===== src/rtl/tmr_bus_pkg.sv =====
package tmr_bus_pkg;
  typedef enum logic [1:0] {
    ACC_LATCH = 2'b00,
    ACC_LO    = 2'b01,
    ACC_HI    = 2'b10,
    ACC_LOHI  = 2'b11
  } acc_e;

  localparam logic [1:0] CTL_ADDR = 2'd3;
  localparam logic [1:0] SEL_RDBK = 2'd3;
endpackage


===== src/rtl/tmr_bus_decode.sv =====
module tmr_bus_decode
  import tmr_bus_pkg::*;
#(
  parameter int NCH = 3
) (
  input  logic           wr_i,
  input  logic           rd_i,
  input  logic [1:0]     addr_i,
  input  logic [7:0]     wdata_i,
  output logic [NCH-1:0] cfg_we_o,
  output logic [NCH-1:0] lat_cnt_o,
  output logic [NCH-1:0] lat_sts_o,
  output logic [NCH-1:0] dat_we_o,
  output logic [NCH-1:0] dat_re_o
);
  logic ctl_wr, rdbk;
  logic unused_bit0;

  assign ctl_wr      = wr_i && (addr_i == CTL_ADDR);
  assign rdbk        = ctl_wr && (wdata_i[7:6] == SEL_RDBK);
  assign unused_bit0 = wdata_i[0];

  for (genvar g = 0; g < NCH; g++) begin : g_ch
    logic plain, picked;
    assign plain  = ctl_wr && (wdata_i[7:6] == 2'(g));
    assign picked = rdbk && wdata_i[g+1];
    assign cfg_we_o[g]  = plain && (wdata_i[5:4] != 2'b00);
    assign lat_cnt_o[g] = (plain && (wdata_i[5:4] == 2'b00)) || (picked && !wdata_i[5]);
    assign lat_sts_o[g] = picked && !wdata_i[4];
    assign dat_we_o[g]  = wr_i && (addr_i == 2'(g));
    assign dat_re_o[g]  = rd_i && (addr_i == 2'(g));
  end
endmodule


===== src/rtl/tmr_bus_chan.sv =====
module tmr_bus_chan
  import tmr_bus_pkg::*;
#(
  parameter int BW = 8,
  localparam int CW = 2 * BW
) (
  input  logic          clk_i,
  input  logic          rst_ni,
  input  logic          cfg_we_i,
  input  logic          lat_cnt_i,
  input  logic          lat_sts_i,
  input  logic          dat_we_i,
  input  logic          dat_re_i,
  input  logic [BW-1:0] wdata_i,
  input  logic [CW-1:0] cnt_i,
  input  logic          out_i,
  output logic          load_o,
  output logic [CW-1:0] load_val_o,
  output logic [2:0]    mode_o,
  output logic          bcd_o,
  output logic [BW-1:0] rbyte_o
);
  acc_e          acc_q, eff_acc, lat_st_q;
  logic [2:0]    mode_q;
  logic          bcd_q, wr_hi_q, rd_hi_q, sts_pend_q, load_q;
  logic [BW-1:0] hold_q, sts_q;
  logic [CW-1:0] lat_q, load_val_q;

  // access code 00 after reset behaves as low-only
  assign eff_acc = (acc_q == ACC_LATCH) ? ACC_LO : acc_q;

  always_comb begin
    if (sts_pend_q) begin
      rbyte_o = sts_q;
    end else if (lat_st_q != ACC_LATCH) begin
      rbyte_o = (lat_st_q == ACC_HI) ? lat_q[CW-1:BW] : lat_q[BW-1:0];
    end else begin
      unique case (eff_acc)
        ACC_HI:   rbyte_o = cnt_i[CW-1:BW];
        ACC_LOHI: rbyte_o = rd_hi_q ? cnt_i[CW-1:BW] : cnt_i[BW-1:0];
        default:  rbyte_o = cnt_i[BW-1:0];
      endcase
    end
  end

  always_ff @(posedge clk_i or negedge rst_ni) begin
    if (!rst_ni) begin
      acc_q      <= ACC_LATCH;
      mode_q     <= '0;
      bcd_q      <= 1'b0;
      wr_hi_q    <= 1'b0;
      rd_hi_q    <= 1'b0;
      hold_q     <= '0;
      lat_q      <= '0;
      lat_st_q   <= ACC_LATCH;
      sts_q      <= '0;
      sts_pend_q <= 1'b0;
      load_q     <= 1'b0;
      load_val_q <= '0;
    end else begin
      load_q <= 1'b0;
      if (cfg_we_i) begin
        acc_q   <= acc_e'(wdata_i[5:4]);
        mode_q  <= wdata_i[3:1];
        bcd_q   <= wdata_i[0];
        wr_hi_q <= 1'b0;
        rd_hi_q <= 1'b0;
      end
      if (lat_cnt_i && (lat_st_q == ACC_LATCH)) begin
        lat_q    <= cnt_i;
        lat_st_q <= eff_acc;
      end
      if (lat_sts_i && !sts_pend_q) begin
        sts_q      <= {out_i, 1'b0, acc_q, mode_q, bcd_q};
        sts_pend_q <= 1'b1;
      end
      if (dat_we_i) begin
        unique case (eff_acc)
          ACC_HI: begin
            load_q     <= 1'b1;
            load_val_q <= {wdata_i, {BW{1'b0}}};
          end
          ACC_LOHI: begin
            if (!wr_hi_q) begin
              hold_q  <= wdata_i;
              wr_hi_q <= 1'b1;
            end else begin
              load_q     <= 1'b1;
              load_val_q <= {wdata_i, hold_q};
              wr_hi_q    <= 1'b0;
            end
          end
          default: begin
            load_q     <= 1'b1;
            load_val_q <= {{BW{1'b0}}, wdata_i};
          end
        endcase
      end
      if (dat_re_i) begin
        if (sts_pend_q) begin
          sts_pend_q <= 1'b0;
        end else if (lat_st_q != ACC_LATCH) begin
          lat_st_q <= (lat_st_q == ACC_LOHI) ? ACC_HI : ACC_LATCH;
        end else if (eff_acc == ACC_LOHI) begin
          rd_hi_q <= !rd_hi_q;
        end
      end
    end
  end

  assign load_o     = load_q;
  assign load_val_o = load_val_q;
  assign mode_o     = mode_q;
  assign bcd_o      = bcd_q;
endmodule


===== src/rtl/tmr_bus_regs.sv =====
module tmr_bus_regs
  import tmr_bus_pkg::*;
#(
  parameter int NCH = 3,
  parameter int BW  = 8,
  localparam int CW = 2 * BW
) (
  input  logic             clk_i,
  input  logic             rst_ni,
  input  logic             wr_i,
  input  logic             rd_i,
  input  logic [1:0]       addr_i,
  input  logic [BW-1:0]    wdata_i,
  output logic [BW-1:0]    rdata_o,
  output logic             rvalid_o,
  output logic [NCH-1:0]   load_o,
  output logic [NCH*CW-1:0] load_val_o,
  output logic [NCH*3-1:0] mode_o,
  output logic [NCH-1:0]   bcd_o,
  input  logic [NCH*CW-1:0] cnt_i,
  input  logic [NCH-1:0]   out_i
);
  logic [NCH-1:0] cfg_we, lat_cnt, lat_sts, dat_we, dat_re;
  logic [BW-1:0]  rbyte [NCH];
  logic [BW-1:0]  rsel, rdata_q;
  logic           rvalid_q;

  tmr_bus_decode #(.NCH(NCH)) u_dec (
    .wr_i      (wr_i),
    .rd_i      (rd_i),
    .addr_i    (addr_i),
    .wdata_i   (wdata_i),
    .cfg_we_o  (cfg_we),
    .lat_cnt_o (lat_cnt),
    .lat_sts_o (lat_sts),
    .dat_we_o  (dat_we),
    .dat_re_o  (dat_re)
  );

  for (genvar g = 0; g < NCH; g++) begin : g_ch
    tmr_bus_chan #(.BW(BW)) u_chan (
      .clk_i      (clk_i),
      .rst_ni     (rst_ni),
      .cfg_we_i   (cfg_we[g]),
      .lat_cnt_i  (lat_cnt[g]),
      .lat_sts_i  (lat_sts[g]),
      .dat_we_i   (dat_we[g]),
      .dat_re_i   (dat_re[g]),
      .wdata_i    (wdata_i),
      .cnt_i      (cnt_i[g*CW +: CW]),
      .out_i      (out_i[g]),
      .load_o     (load_o[g]),
      .load_val_o (load_val_o[g*CW +: CW]),
      .mode_o     (mode_o[g*3 +: 3]),
      .bcd_o      (bcd_o[g]),
      .rbyte_o    (rbyte[g])
    );
  end

  always_comb begin
    rsel = '0;
    for (int i = 0; i < NCH; i++) begin
      if (addr_i == 2'(i)) rsel = rbyte[i];
    end
  end

  always_ff @(posedge clk_i or negedge rst_ni) begin
    if (!rst_ni) begin
      rdata_q  <= '0;
      rvalid_q <= 1'b0;
    end else begin
      rvalid_q <= rd_i && (addr_i != CTL_ADDR);
      if (rd_i) rdata_q <= (addr_i != CTL_ADDR) ? rsel : '0;
    end
  end

  assign rdata_o  = rdata_q;
  assign rvalid_o = rvalid_q;
endmodule


===== config.mk =====
export PLATFORM = sky130hd
export DESIGN_NAME = tmr_bus_regs
export DESIGN_NICKNAME = d
export VERILOG_FILES = /design/src/rtl/tmr_bus_pkg.sv /design/src/rtl/tmr_bus_decode.sv /design/src/rtl/tmr_bus_chan.sv /design/src/rtl/tmr_bus_regs.sv
export SDC_FILE = /design/constraint.sdc
export NUM_CORES = 1
export LEC_CHECK = 0
export BUFFER_PORTS_ARGS = -buffer_cell sky130_fd_sc_hd__buf_2
export CORE_MARGIN = 1
export CORE_UTILIZATION = 30
export CTS_CLUSTER_SIZE = 12
export DETAILED_ROUTE_END_ITERATION = 10
export PLACE_DENSITY = 0.56
export SLEW_MARGIN = 40
export SYNTH_ARGS = -nofsm -noshare
export SYNTH_HDL_FRONTEND = slang
export SYNTH_SLANG_ARGS = --single-unit

===== constraint.sdc =====
create_clock -name clk_i -period 2.3 [get_ports clk_i]
set_input_delay 0.115 -clock clk_i [delete_from_list [all_inputs] [get_ports clk_i]]
set_output_delay 0.115 -clock clk_i [all_outputs]
set_load 0.01 [all_outputs]

==> results.py <==
metrics = {
    "cells_and_area": {
        "multiInputGateArea_mm2": 0.00364,
        "syn_to_final_growth_pct": 27.6,
        "num-nets-final": 1043,
        "drive_above_1_share": 0.346,
        "fin_cells": 1369,
        "regArea_mm2": 0.00465,
        "n_antenna_cell": 0,
        "fill_cells": 2809,
    },
    "pwr": {
        "clkPwrFrac": 0.312,
        "switchingPower_mw": 3.01,
        "total_power_mw": 9.61,
        "irDropWorstVdd_v": 0.000485,
        "p_seq_frac": 0.461,
        "pwr-share-comb": 0.227,
        "internal-power_mw": 6.60,
        "powerDensity_mw_per_mm2": 876,
        "p_leak_nw": 5.13,
        "sw_frac_of_total": 0.313,
    },
    "clock_network": {
        "htreeDepth": 4,
        "cts_resized": 0,
        "tritoncts": "built",
        "clockRootBuffer": "clkbuf_16",
        "clock_latency_ns": 0.43,
        "cts_max_path_buffers": 2,
        "clock_sinks": 186,
        "cts_buffers": 17,
        "clk_pin_slew_ns": 0.07,
    },
    "worst_setup_path": {
        "cp_max_fo": 8,
        "cp-end-kind": "flop",
        "required_ns": 2.59,
        "path_class": "flop to flop",
        "critPathLaunchType": "flop",
        "cp_data_arrival_time_ns": 2.16,
    },
    "yosys": {
        "ys_types": 59,
        "syn_area_mm2": 0.00860,
        "synth.most_common_cell": "dfrtp_1",
        "synth-seq-cells": 186,
        "synthTopCellsByCount": "186 x dfrtp_1, 116 x mux2_2, 112 x nand2_1",
        "synthArstFlopShare": 1.00,
        "synth_edf_count": 0,
        "synthesis.instances": 785,
        "synthTopCellsByArea": "dfrtp_1 54%, mux2_2 15%, nand2_1 4.9%",
        "ys_warn_count": 0,
        "syn_nets": 850,
        "yosysTopAreaCell": "dfrtp_1",
        "synth_top_cell_area_share": 0.541,
        "ys_seq_area_frac": 0.541,
        "syn_area_per_cell_um2": 11.0,
        "synth_ff_type": "dfrtp_1",
    },
    "sta": {
        "finalCritPeriodShare": 0.816,
        "max_slew_margin": 0.508,
        "max_freq_mhz": 533,
        "rsz0062_at_grt": "false",
        "final.setup_skew_ns": 0.00968,
        "hold_violations": 0,
        "drv_slew": 0,
        "worstMarginPinSlew_ns": 0.739,
        "period_needed_ns": 1.88,
        "finalSetupTns_ns": 0,
        "setup_viol_count_final": 0,
    },
    "outcome": {
        "status": "complete, no violations",
    },
    "die": {
        "coreArea_mm2": 0.0280,
        "fp.dieArea_mm2": 0.0294,
        "start_util": 0.307,
        "num_io_pins": 137,
        "die_h_um": 171,
        "fp.dieW_um": 171,
        "core.rowCount": 61,
    },
    "global_routing": {
        "antenna_found_initial": 0,
        "grt_pass1_wl_mm": 38.6,
        "grt_usage": 0.174,
        "grt_max_degree": 64,
        "grt-ovfl-total": 0,
        "first_global_vias": 6627,
    },
    "route": {
        "post_drt_wl_per_cell_um": 17.9,
        "drc_errors": 0,
        "avgViaCountPerCell": 4.86,
        "vias": 6650,
        "dr.pass1.iters": 5,
        "routed_wl_mm": 24.5,
        "ant_nets": 0,
        "first_iter_violations": 455,
    },
    "placed_design": {
        "hpwl_mm": 17.3,
        "portBuffers": 136,
        "place_inst": 1285,
        "place_congestion": 0.799,
    },
    "worst_hold_path": {
        "min_path_type": "input port to flop",
    },
    "run": {
        "drv_cap": 0,
    },
}
[flip-flops by register name (all words and copies together) (netlist names), 6 cells and up]
| register | flops |
|---|---|
| g_ch.u_chan.acc_q | 6 |
| g_ch.u_chan.hold_q | 24 |
| g_ch.u_chan.lat_q | 48 |
| g_ch.u_chan.lat_st_q | 6 |
| g_ch.u_chan.load_val_o | 48 |
| g_ch.u_chan.mode_o | 9 |
| g_ch.u_chan.sts_q | 21 |
| rdata_o | 8 |
[layer usage]
| layer | track usage | share of wire | routed length, um |
|---|---|---|---|
| met5 | 0 | 0 | 0 |
| met4 | 0.0543 | 0.017 | 408 |
| met3 | 0.0354 | 0.047 | 1150 |
| met2 | 0.277 | 0.48 | 11700 |
| met1 | 0.237 | 0.46 | 11300 |
[path summary, 6_finish.rpt]
check / startpoint / to / slack (ns) / cells after the start
setup / recovery: g_ch[1].u_chan.rd_hi_q / rdata_o[0] / 0.42 / 5
hold / removal: wdata_i[4] / g_ch[2].u_chan.acc_q[1] / 0.05 / 3
setup reg to reg: g_ch[1].u_chan.rd_hi_q / rdata_o[0] / 0.42 / 5
hold reg to reg: g_ch[0].u_chan.load_val_o[10] / g_ch[0].u_chan.load_val_o[10] / 0.47 / 2
max in group asynchronous: rst_ni / g_ch[0].u_chan.load_val_o[1] / 1.31 / 3
min in group asynchronous: rst_ni / g_ch[2].u_chan.load_val_o[10] / 0.24 / 2
[kinds of logic after synthesis]
kind of cell    Yosys count  synth area share
buf+inv                  72            0.0359
simple gates            234             0.136
flops                   186             0.541
compound gates          176             0.134
mux                     117             0.153
[worst max-delay path, cell delays in order, from the launching register on]
cell and delay, ns:
dfrtp_1 0.40, nor2b_1 0.16, nand2b_1 0.47, mux2_2 0.39, o211ai_1 0.19, a41oi_1 0.13
[layout by cell type (no fill, tap or decap), drive strengths merged, types with 18 or more instances in the layout]
| master | netlist | layout |
|---|---|---|
| nor2b | 21 | 21 |
| clkbuf | 44 | 18 |
| mux2 | 116 | 116 |
| buf | 14 | 179 |
| nand3 | 22 | 22 |
| nand2 | 112 | 112 |
| dfrtp | 186 | 186 |
| nand2b | 20 | 20 |
| inv | 14 | 23 |
| dlygate4sd3 | 0 | 52 |
| o21ai | 69 | 69 |
| a21oi | 22 | 22 |
| nor2 | 23 | 23 |
[through the flow]
| stage | hold WS (ns) | worst slack, ns | instance area [um2] | util |
|---|---|---|---|---|
| 3_3_place_gp | 0.146 | 0.360 | 9860 | 0.352 |
| 3_5_place_dp | 0.152 | 0.354 | 9860 | 0.352 |
| 5_1_grt | 0.0740 | 0.260 | 11000 | 0.392 |
| 4_1_cts | 0.0317 | 0.406 | 11000 | 0.392 |
| 6_report | 0.0508 | 0.424 | 11000 | 0.392 |
| 2_1_floorplan | -0.181 | 0.380 | 8600 | - |
[cell type report]
| class | instances | share of cell area |
|---|---|---|
| flip-flops and latches | 186 | 0.424 |
| multi-input cells | 527 | 0.332 |
| repair buffers | 232 | 0.141 |
| well taps | 378 | 0.0431 |
| clock buffers | 17 | 0.0387 |
| clock inverters | 15 | 0.0161 |
| inverters | 14 | 0.00479 |
[power groups by stage]
| stage | combinational (mW) | clock (mW) | sequential (mW) |
|---|---|---|---|
| 4_1_cts | 2.22 | 3.08 | 4.43 |
| 2_1_floorplan | 1.19 | 0 | 4.51 |
| 3_3_place_gp | 2.12 | 0 | 4.47 |
| 6_report | 2.18 | 3.00 | 4.43 |
| 3_5_place_dp | 2.15 | 0 | 4.49 |
| 5_1_grt | 2.43 | 3.21 | 4.53 |
[what timing repair did]
action,4_1_cts,5_1_grt
hold buffers,52,0
setup buffers,0,0
endpoints found under the hold margin,109,0
(Power assumes the default switching activity.)
